<file path="config.mk">
export PLATFORM = sky130hd
export DESIGN_NAME = i2c_alias_remap
export DESIGN_NICKNAME = d
export VERILOG_FILES = /design/src/rtl/i2c_alias_pkg.sv /design/src/rtl/alias_regs.sv /design/src/rtl/alias_lookup.sv /design/src/rtl/stretch_ctrl.sv /design/src/rtl/i2c_alias_remap.sv
export SDC_FILE = /design/constraint.sdc
export NUM_CORES = 1
export LEC_CHECK = 0
export BUFFER_PORTS_ARGS = -buffer_cell sky130_fd_sc_hd__buf_2
export CAP_MARGIN = 5
export CORE_MARGIN = 8
export CORE_UTILIZATION = 55
export DETAILED_ROUTE_END_ITERATION = 10
export GPL_TIMING_DRIVEN = 0
export PLACE_DENSITY = 0.84
export SLEW_MARGIN = 0
export SYNTH_ARGS = -nofsm -noshare
export SYNTH_HDL_FRONTEND = slang
export SYNTH_SLANG_ARGS = --single-unit
</file>
<file path="constraint.sdc">
create_clock -name clk -period 3.2 [get_ports clk]
set_input_delay 0.48 -clock clk [delete_from_list [all_inputs] [get_ports clk]]
set_output_delay 0.48 -clock clk [all_outputs]
set_load 0.01 [all_outputs]
</file>
<file path="src/rtl/i2c_alias_pkg.sv">
package i2c_alias_pkg;
  localparam int REG_AW = 5;
  localparam int A7_W   = 7;
  typedef logic [A7_W-1:0] addr7_t;
  localparam logic [REG_AW-1:0] OFS_DEV   = 5'h06;
  localparam logic [REG_AW-1:0] OFS_TGT   = 5'h07;
  localparam logic [REG_AW-1:0] OFS_MATCH = 5'h10;
  localparam logic [REG_AW-1:0] OFS_INDEX = 5'h18;
endpackage

</file>
<file path="src/rtl/alias_regs.sv">
module alias_regs
  import i2c_alias_pkg::*;
#(
  parameter int N_ALIAS = 8
) (
  input  logic                     clk,
  input  logic                     rst,
  input  logic                     we,
  input  logic [REG_AW-1:0]        addr,
  input  logic [7:0]               wdata,
  output logic [7:0]               rdata,
  output logic [N_ALIAS-1:0][A7_W-1:0] match_tab,
  output logic [N_ALIAS-1:0][A7_W-1:0] index_tab,
  output addr7_t                   dev_addr,
  output addr7_t                   tgt_addr
);
  localparam int MB = int'(OFS_MATCH);
  localparam int IB = int'(OFS_INDEX);

  for (genvar i = 0; i < N_ALIAS; i++) begin : g_ent
    always_ff @(posedge clk) begin
      if (rst) begin
        match_tab[i] <= '0;
        index_tab[i] <= '0;
      end else if (we) begin
        if (int'(addr) == MB + i) match_tab[i] <= wdata[A7_W-1:0];
        if (int'(addr) == IB + i) index_tab[i] <= wdata[A7_W-1:0];
      end
    end
  end

  always_ff @(posedge clk) begin
    if (rst) begin
      dev_addr <= '0;
      tgt_addr <= '0;
    end else if (we) begin
      if (addr == OFS_DEV) dev_addr <= wdata[A7_W-1:0];
      if (addr == OFS_TGT) tgt_addr <= wdata[A7_W-1:0];
    end
  end

  addr7_t rd_mux;
  always_comb begin
    rd_mux = '0;
    if (addr == OFS_DEV) rd_mux = dev_addr;
    if (addr == OFS_TGT) rd_mux = tgt_addr;
    for (int i = 0; i < N_ALIAS; i++) begin
      if (int'(addr) == MB + i) rd_mux = match_tab[i];
      if (int'(addr) == IB + i) rd_mux = index_tab[i];
    end
  end

  always_ff @(posedge clk) begin
    if (rst) rdata <= '0;
    else     rdata <= {1'b0, rd_mux};
  end
endmodule

</file>
<file path="src/rtl/alias_lookup.sv">
module alias_lookup
  import i2c_alias_pkg::*;
#(
  parameter int N_ALIAS = 8,
  localparam int IDX_W = (N_ALIAS > 1) ? $clog2(N_ALIAS) : 1
) (
  input  logic                         mode_cam,
  input  addr7_t                       in_addr,
  input  logic [N_ALIAS-1:0][A7_W-1:0] match_tab,
  input  logic [N_ALIAS-1:0][A7_W-1:0] index_tab,
  input  addr7_t                       dev_addr,
  input  addr7_t                       tgt_addr,
  output logic                         hit,
  output logic [IDX_W-1:0]             idx,
  output addr7_t                       out_addr
);
  logic [N_ALIAS-1:0] eq;

  for (genvar i = 0; i < N_ALIAS; i++) begin : g_cmp
    assign eq[i] = (match_tab[i] != '0) && (match_tab[i] == in_addr);
  end

  logic disp_hit;
  assign disp_hit = ((dev_addr != '0) && (dev_addr == in_addr)) ||
                    ((tgt_addr != '0) && (tgt_addr == in_addr));

  always_comb begin
    hit      = 1'b0;
    idx      = '0;
    out_addr = in_addr;
    if (mode_cam) begin
      for (int i = N_ALIAS - 1; i >= 0; i--) begin
        if (eq[i]) begin
          hit      = 1'b1;
          idx      = IDX_W'(i);
          out_addr = index_tab[i];
        end
      end
    end else begin
      hit = disp_hit;
    end
  end
endmodule

</file>
<file path="src/rtl/stretch_ctrl.sv">
module stretch_ctrl (
  input  logic clk,
  input  logic rst,
  input  logic start,
  input  logic done,
  input  logic scl_low,
  output logic stretch
);
  logic release_pend;

  always_ff @(posedge clk) begin
    if (rst) begin
      stretch      <= 1'b0;
      release_pend <= 1'b0;
    end else if (start) begin
      stretch      <= 1'b1;
      release_pend <= 1'b0;
    end else if (stretch && release_pend && scl_low) begin
      stretch      <= 1'b0;
      release_pend <= 1'b0;
    end else if (stretch && done) begin
      release_pend <= 1'b1;
    end
  end
endmodule

</file>
<file path="src/rtl/i2c_alias_remap.sv">
module i2c_alias_remap
  import i2c_alias_pkg::*;
#(
  parameter int N_ALIAS = 8,
  localparam int IDX_W = (N_ALIAS > 1) ? $clog2(N_ALIAS) : 1
) (
  input  logic              clk,
  input  logic              rst,
  input  logic              mode_cam,
  input  logic              reg_we,
  input  logic [REG_AW-1:0] reg_addr,
  input  logic [7:0]        reg_wdata,
  output logic [7:0]        reg_rdata,
  input  logic              addr_stb,
  input  logic [7:0]        addr_byte,
  input  logic              scl_low,
  input  logic              remote_done,
  output logic              fwd_req,
  output logic              hit,
  output logic [IDX_W-1:0]  hit_idx,
  output logic [7:0]        xlat_byte,
  output logic              stretch
);
  logic [N_ALIAS-1:0][A7_W-1:0] match_tab, index_tab;
  addr7_t dev_addr, tgt_addr, out_addr;
  logic lk_hit;
  logic [IDX_W-1:0] lk_idx;

  alias_regs #(.N_ALIAS(N_ALIAS)) u_regs (
    .clk(clk), .rst(rst), .we(reg_we), .addr(reg_addr), .wdata(reg_wdata),
    .rdata(reg_rdata), .match_tab(match_tab), .index_tab(index_tab),
    .dev_addr(dev_addr), .tgt_addr(tgt_addr)
  );

  alias_lookup #(.N_ALIAS(N_ALIAS)) u_lookup (
    .mode_cam(mode_cam), .in_addr(addr_byte[7:1]),
    .match_tab(match_tab), .index_tab(index_tab),
    .dev_addr(dev_addr), .tgt_addr(tgt_addr),
    .hit(lk_hit), .idx(lk_idx), .out_addr(out_addr)
  );

  always_ff @(posedge clk) begin
    if (rst) begin
      fwd_req   <= 1'b0;
      hit       <= 1'b0;
      hit_idx   <= '0;
      xlat_byte <= '0;
    end else begin
      fwd_req <= addr_stb && lk_hit;
      if (addr_stb) begin
        hit       <= lk_hit;
        hit_idx   <= lk_idx;
        xlat_byte <= {out_addr, addr_byte[0]};
      end
    end
  end

  stretch_ctrl u_stretch (
    .clk(clk), .rst(rst), .start(addr_stb && lk_hit),
    .done(remote_done), .scl_low(scl_low), .stretch(stretch)
  );
endmodule

</file>
**Word-level counts from Yosys, hierarchy flattened**

Index checks and enable logic that the tools add are counted.

- Flip-flop bits (word level): 149
- Word-level logic and storage cells: 146

- Muxes and demuxes: 47
- Reductions and logical operators: 45
- Eq/ne operators: 28

Operator list:

| operator | count |
|---|---|
| $mux 7 | 27 |
| $eq 7x7->1 | 10 |
| $reduce_bool 7->1 | 10 |
| $eq 5x5->1 const B | 8 |
| $reduce_and 2->1 | 18 |
| $mux 3 | 9 |
| $eq 5x3->1 const B | 4 |
| $eq 5x4->1 const B | 4 |
| $logic_and 1x1->1 | 14 |
| $mux 1 | 11 |
| $eq 5x1->1 const B | 1 |
| $eq 5x2->1 const B | 1 |
| $reduce_or 3->1 | 1 |
| $reduce_bool 2->1 | 1 |
| $logic_or 1x1->1 | 1 |

**Longest topological paths before layout**

Gate-level depths: netlist of the first run.

- Word-level depth: 19
- Mapped depth: 10
- Gate-level depth less buffers: 7

**Modules after synthesis**

A second synthesis of the first run with hierarchy kept.

- Cells, all modules: 1,018
- Area, all modules: 8,739.6 um^2

Modules (own cells, without submodules):

| module | sequential area each (um^2) | instances | area an instance (um^2) | cells each |
|---|---|---|---|---|
| alias_regs | 2,662.6 | 1 | 6,374.9 | 721 |
| alias_lookup | 0.0 | 1 | 1,810.5 | 247 |
| i2c_alias_remap | 260.2 | 1 | 473.0 | 43 |
| stretch_ctrl | 40.0 | 1 | 81.3 | 7 |

**Worst setup path before layout of the first run**

OpenSTA, ideal clock, no wires.

- Path kind: input -> register
- From: in addr_byte[6]
- To: reg xlat_byte[4]
- Stages: 9
- Library setup time: 0.136 ns
- Buffers on the path: 2
- Arrival time: 2.350 ns
- Path slack: 0.714 ns
- Path through: clkbuf_1 > xnor2_1 > nand4_1 > or3_1 > buf_6 > a211o_1 > a2111oi_1 > o311a_1 > o32ai_2

- Word-level cells in the longest chain between the ends: 11
- Elaborated cells on any way between the ends: 25
- Classes of those cells: eq/ne (8); mux (9); reduce/logical (8)

Ends and longest elaborated chain:

| what | RTL line | text |
|---|---|---|
| start, declared | i2c_alias_remap.sv:15 | `input logic [7:0] addr_byte,` |
| $eq 7x7->1 | alias_lookup.sv:20 | `assign eq[i] = (match_tab[i] != '0) && (match_tab[i] == in_addr);` |
| $logic_and 1x1->1 | alias_lookup.sv:20 |  |
| $mux 7 (7 in series) | alias_lookup.sv:33 | `if (eq[i]) begin` |
| $mux 7 * | alias_lookup.sv:33 |  |
| $mux 7 * | alias_lookup.sv:31 | `if (mode_cam) begin` |
| end signal, assigned | i2c_alias_remap.sv:53 | `xlat_byte <= {out_addr, addr_byte[0]};` |
| end, declared | i2c_alias_remap.sv:21 | `output logic [7:0] xlat_byte,` |

Every way passes the cells marked *; elsewhere a longest branch is shown, timed or not.
A chain may end at the register's enable or synchronous reset.

**Worst setup path after layout of the first run**

- From: in addr_byte[5]
- To: reg fwd_req

- Word-level cells in the longest chain between the ends: 12
- Elaborated cells on any way between the ends: 31
- Classes of those cells: eq/ne (10); mux (9); reduce/logical (12)

Ends and longest elaborated chain:

| what | RTL line | text |
|---|---|---|
| $eq 7x7->1 | alias_lookup.sv:20 |  |
| $logic_and 1x1->1 | alias_lookup.sv:20 |  |
| $mux 1 (8 in series) | alias_lookup.sv:33 |  |
| $mux 1 * | alias_lookup.sv:31 |  |
| $logic_and 1x1->1 * | i2c_alias_remap.sv:49 | `fwd_req <= addr_stb && lk_hit;` |
| end signal, assigned | i2c_alias_remap.sv:49 |  |
| end, declared | i2c_alias_remap.sv:18 | `output logic fwd_req,` |

Marks and branches as above.

==> flow_summary.json, run 1 <==
{
  "post-place-cells": 1298,
  "avgSynthCellArea_um2": 7.761,
  "met2_usage_pct": 50.26,
  "clk_path_buf_depth": 2,
  "first_iter_violations": 1297,
  "outcome": "finished, final reports clean",
  "syn-num-nets": 1104,
  "cts_sinks": 148,
  "place_hpwl_um": 25800,
  "cap_violations": 0,
  "final_area_um2": 9414,
  "crit_arrival_ns": 3.38,
  "grt_antenna_before_repair": 0,
  "cts_root_buf": "clkbuf_16",
  "grt_pass1_wl_um": 52660,
  "cts_setup_buffers": 0,
  "grt_pass1_vias": 8588,
  "synthesis.area_um2": 8351,
  "pwr-share-comb_pct": 10.9,
  "cts_tree": "yes",
  "multi_input_area_um2": 4972,
  "p_switching_mw": 1.257,
  "max_slew_margin_pct": 29.82,
  "fin_nets": 1158,
  "grt-ovfl-total": 0,
  "worstSetupPathType": "in -> reg",
  "final_antenna_net_count": 0,
  "drt_wl_total_um": 35610,
  "drive_above_1_share_pct": 8.494,
  "setup-tns-final_ns": 0,
  "io_pins": 50,
  "row_count": 45,
  "dieHeight_um": 139.2,
  "portBuffers": 34,
  "yosys_register_bits": 148,
  "grt_use_total_pct": 35.80,
  "synth_edf_count": 0,
  "post-route-min-period_ns": 3.011,
  "h-tree-depth": 4,
  "final_core_util_pct": 62.62,
  "power_mw": 4.602,
  "viasPerCell": 6.886,
  "netlist_instances": 1076,
  "p_clk_share_pct": 48.0,
  "fill_cells": 1342,
  "die_x_um": 139.2,
  "use_met1_pct": 47.51,
  "power.density_nw_per_um2": 488.9,
  "hold_buffers": 0,
  "synth_warnings": 0,
  "cts_made_buffers": 17,
  "core-area_um2": 15030,
  "fin_cells": 1331,
  "start_util_pct": 55.55,
  "drc": 0,
  "area_growth_pct": 12.74,
  "hold_class": "in -> reg",
  "crit_fanout": 10,
  "insertion_delay_ns": 0.44,
  "peakVddDrop_mv": 0.4243,
  "p_leak_nw": 3.212,
  "fin_skew_ns": 0.01588,
  "p_sw_share_pct": 27.31,
  "gp_congestion": 1.044,
  "cp-end-kind": "flip-flop",
  "seqPwrFrac_pct": 41.1,
  "setup_violations": 0,
  "power.internal_mw": 3.345,
  "firstDrtPassIters": 6,
  "async_reset_ff_share_pct": 0,
  "ctsResizeCount": 0,
  "seq_area_um2": 2963,
  "worst_pin_slew_ns": 1.050,
  "num_vias": 9165,
  "die_area_um2": 19380,
  "yosys_most_used_dff": "dfxtp_1",
  "clk_pin_slew_ns": 0.06,
  "use_met3_pct": 12.31,
  "ys_seq_area_share_pct": 35.48,
  "worstPathRequired_ns": 3.57,
  "rsz0062_at_grt": "no",
  "ys_types": 72,
  "startpoint_type": "primary input",
  "busiest_layer": "met2",
  "hold_viol_final": 0,
  "fmax_mhz": 332.2,
  "grt_max_degree": 17,
  "finalMaxSlewViolations": 0,
  "finalCritPeriodShare_pct": 94.08,
  "avgRoutedWirePerCell_um": 26.75,
  "dpl_cell_area_um2": 8756
}
[power groups by stage]
stage / logic, mW / registers [mW] / clock network [mW]
final: 0.500 / 1.89 / 2.21
after global placement: 0.469 / 1.93 / 0
after detailed placement: 0.471 / 1.93 / 0
after floorplan: 0.286 / 1.93 / 0
after CTS: 0.474 / 1.89 / 2.20
after global routing: 0.521 / 1.89 / 2.27
[cell usage in the layout (no fill, tap or decap), drive strengths merged, types with 14 or more instances in the layout]
master and count:
clkbuf 83, nand2 137, nor3 17, xnor2 54, buf 61, nand4 14, dfxtp 148, inv 19
a21oi 125, nor2 93, nand3 99, a22oi 15, mux2i 53, o21ai 34
[synthesized netlist by cell type (9+ instances only)]
master    instances  area [um^2]
o21ai_0          29        145.1
xor2_1           10        87.58
nor3_1           16        80.08
xnor2_1          54        473.0
a21oi_1         125        625.6
nand3_1          99        495.5
buf_1            11        41.29
nor4_1            9        56.30
nor2_1           93        349.1
inv_1            14        52.55
clkbuf_1         64        240.2
o22ai_1          11        68.82
mux2i_1          53        530.5
nand4_1          14        87.58
nor2b_1           9        56.30
a22oi_1          15        112.6
buf_2            13        65.06
a211o_1          12        105.1
nand2_1         137        514.2
dfxtp_1         148         2963
[metrics by stage]
step                hold WS [ns]  setup WS (ns)
floorplan                 0.4363         0.7144
global placement          0.4436        -0.2764
detailed placement        0.4477        -0.2685
CTS                       0.2927         0.1130
global route              0.3314         0.1412
finish                    0.2937         0.1894
[per-layer routing]
metal  vias up  wire (um)
met5         -          0
met4         0       1722
met3       120       4854
met2       726      14460
met1      4332      14570
li1       3987          -
[state kept, by name, indices dropped and copies added (netlist names)]
signal and cells:
fwd_req 1, hit 1, hit_idx 3, u_regs.dev_addr 7
u_regs.index_tab 56, u_regs.match_tab 56, u_regs.rdata 7, u_regs.tgt_addr 7
u_stretch.release_pend 1, u_stretch.stretch 1, xlat_byte 8
[worst max-delay path: stages]
cell,delay [ns]
clkbuf_1,0.25
buf_2,0.50
xnor2_1,0.18
nand4_1,0.09
a2111oi_1,0.84
nor3_1,0.25
a311oi_1,0.58
and2_1,0.20
[worst paths after layout]
| check | slack, ns | from | to | cells past startpoint |
|---|---|---|---|---|
| max | 0.19 | addr_byte[5] | fwd_req | 8 |
| min | 0.29 | addr_byte[0] | xlat_byte[0] | 3 |
| max reg2reg | 0.30 | u_regs.match_tab[17] | xlat_byte[4] | 8 |
| min reg2reg | 0.46 | u_regs.index_tab[21] | u_regs.index_tab[21] | 2 |
[layout make-up]
| class | count | share of cell area (%) |
|---|---|---|
| multi-input combinational | 822 | 52.82 |
| sequential | 148 | 31.47 |
| clock buffer | 18 | 4.665 |
| buffer | 91 | 3.961 |
| tap | 188 | 2.499 |
| clock inverter | 13 | 2.100 |
| timing repair buffer | 35 | 1.861 |
| inverter | 15 | 0.5981 |
| antenna | 1 | 0.02658 |
[cells by family after synthesis]
logic type	share of synthesized area, %
AND/OR/NAND/NOR	23.45
AO/OA/AOI/OAI	22.28
flip-flops	35.48
buffers and inverters	5.139
XOR/XNOR	6.713
multiplexers	6.892
other	0.04491
Power figures use the tool's default switching activity.
==> run 2, diff against run 1 <==
--- a/config.mk
+++ b/config.mk
@@ -11,7 +11,7 @@
 export CORE_UTILIZATION = 55
 export DETAILED_ROUTE_END_ITERATION = 10
 export GPL_TIMING_DRIVEN = 0
-export PLACE_DENSITY = 0.84
+export PLACE_DENSITY_LB_ADDON = 0.08
 export SLEW_MARGIN = 0
 export SYNTH_ARGS = -nofsm -noshare
 export SYNTH_HDL_FRONTEND = slang
==> run 2 against run 1 <==
Effect of this change: combinational power hardly changed; total power is 4.1% lower; clock power is 9% lower; worst hold slack better by 0.0066 ns; fmax is 3.2% lower; clock-buffer cell count is 2 higher; global-route usage is 0.30 points lower; sequential cell count stayed put; critical path type unchanged; utilization is 0.45 points lower; sequential power hardly changed; die area stayed put; register-to-register slack worse by 0.07 ns; highest routed layer is now met5.
==> flow_summary.json, run 2 (synthesis gave the netlist of run 1 again) <==
{
  "outcome": "finished, final reports clean",
  "diodes": 0,
  "grt_pass1_wl_um": 52340,
  "clk_path_buf_depth": 2,
  "p_leak_nw": 3.179,
  "post-place-cells": 1298,
  "final_common_cell": "dfxtp_1",
  "seq_area_um2": 2963,
  "cts_tree": "yes",
  "r2r.worst_path.cells": 8,
  "grt-ovfl-total": 0,
  "crit_arrival_ns": 3.39,
  "grt_antenna_before_repair": 0,
  "first_iter_violations": 1414,
  "insertion_delay_ns": 0.44,
  "r2r_slack_ns": 0.23,
  "setup_violations": 0,
  "die_x_um": 139.2,
  "io_pins": 50,
  "firstDrtPassIters": 6,
  "cts_setup_buffers": 0,
  "rr_startpoint": "u_regs.match_tab[17]",
  "post-route-min-period_ns": 3.110,
  "cts_made_buffers": 17,
  "die_area_um2": 19380,
  "area_growth_pct": 11.93,
  "fin_skew_ns": 0.006827,
  "hold_buffers": 0,
  "grt_max_degree": 17,
  "setup-tns-final_ns": 0,
  "start_util_pct": 55.55,
  "clk_pin_slew_ns": 0.06,
  "whs_endpoint": "xlat_byte[0]",
  "regToRegEndpoint": "xlat_byte[4]",
  "worstHoldPathCells": 3,
  "cts_root_buf": "clkbuf_16",
  "drive_above_1_share_pct": 8.406,
  "drc": 0,
  "peakVddDrop_mv": 0.6173,
  "dpl_cell_area_um2": 8756,
  "mostFrequentLayoutCells": "dfxtp_1, nand2_1, a21oi_1, nand3_1, nor2_1",
  "crit_fanout": 10,
  "power_mw": 4.412,
  "final_antenna_net_count": 0,
  "drt_wl_total_um": 34970,
  "h-tree-depth": 4,
  "dieHeight_um": 139.2,
  "fin_cells": 1330,
  "finalMaxSlewViolations": 0,
  "multi_input_area_um2": 4961,
  "power.density_nw_per_um2": 472.1,
  "hp-start": "addr_byte[0]",
  "fin_nets": 1157,
  "biggestRegsByFlops": "u_regs.index_tab: 56 flops, u_regs.match_tab: 56 flops, xlat_byte: 8 flops",
  "cp-end-kind": "flip-flop",
  "finalCritPeriodShare_pct": 97.18,
  "viasPerCell": 6.786,
  "hold_viol_final": 0,
  "grt_use_total_pct": 35.50,
  "cts_sinks": 148,
  "row_count": 45,
  "gp_congestion": 1.071,
  "worst_pin_slew_ns": 1.053,
  "worstPathRequired_ns": 3.48,
  "core-area_um2": 15030,
  "worstSetupPathType": "in -> reg",
  "fill_cells": 1459,
  "fmax_mhz": 321.6,
  "final_area_um2": 9346,
  "portBuffers": 34,
  "num_vias": 9026,
  "cap_violations": 0,
  "hold_class": "in -> reg",
  "avgRoutedWirePerCell_um": 26.29,
  "place_hpwl_um": 25440,
  "max_slew_margin_pct": 29.28,
  "grt_pass1_vias": 8326,
  "startpoint_type": "primary input",
  "rsz0062_at_grt": "no",
  "holdWs_ns": 0.3003
}
-- run 2: changes by cell type in the layout (fill, tap and decap cells not counted), moves of 2 or more --
cell	before	now
inv_6	2	0
clkinvlp_4	2	4
clkinv_2	1	3
bufinv_16	4	2
inv_8	2	0
-- run 2: worst max-delay path, cell delays in order --
cell,delay [ns]
clkbuf_1,0.27
buf_2,0.50
xnor2_1,0.18
nand4_1,0.12
a2111oi_2,0.76
buf_2,0.36
nor2_1,0.11
a221oi_1,0.46
a211oi_1,0.13
-- run 2: through the flow --
stage               util, %  worst slack (ns)
floorplan                 -            0.7144
global placement      58.24           -0.2396
detailed placement    58.24           -0.1869
CTS                   62.16            0.2100
global route          62.17           0.09054
finish                62.17           0.09012
-- run 2: final cells by class --
class,count,area share (%)
Clock buffer,20,4.886
Buffer,91,3.989
Timing Repair Buffer,34,1.821
Inverter,15,0.6024
Tap cell,188,2.517
Clock inverter,12,1.406
Multi-Input combinational cell,822,53.08
Sequential cell,148,31.70
-- run 2: how the worst max path moves through the flow --
| stage | end | start | cells after the start |
|---|---|---|---|
| 2_1_floorplan | xlat_byte[4] | addr_byte[6] | 9 |
| 3_3_place_gp | fwd_req | addr_byte[5] | 8 |
| 3_5_place_dp | xlat_byte[2] | addr_byte[6] | 9 |
| 4_1_cts | xlat_byte[3] | addr_byte[6] | 9 |
| 5_1_grt | xlat_byte[4] | u_regs.match_tab[18] | 8 |
| 6_report | xlat_byte[2] | addr_byte[6] | 9 |
-- run 2: repair_timing --
item / in CTS / in global routing
resized for setup: 0 / 2
hold endpoints to repair: 0 / 0
setup endpoints to repair: 0 / 4
-- run 2: metal layers --
metal	part of all wire [%]	wire length [um]	GRT usage (%)	vias to the layer above
met4	3.2	1119	12.36	2
met2	41	14330	50.08	640
li1	-	-	-	3979
met3	14	4890	13.54	90
met5	0.11	40	0	-
met1	42	14590	48.19	4315
-- run 2: power by group --
part           leakage, nW  internal (mW)  switching [mW]
Clock                0.278           1.19           0.834
Combinational         1.70          0.140           0.361
Sequential            1.20           1.87          0.0221
Total                 3.18           3.19            1.22
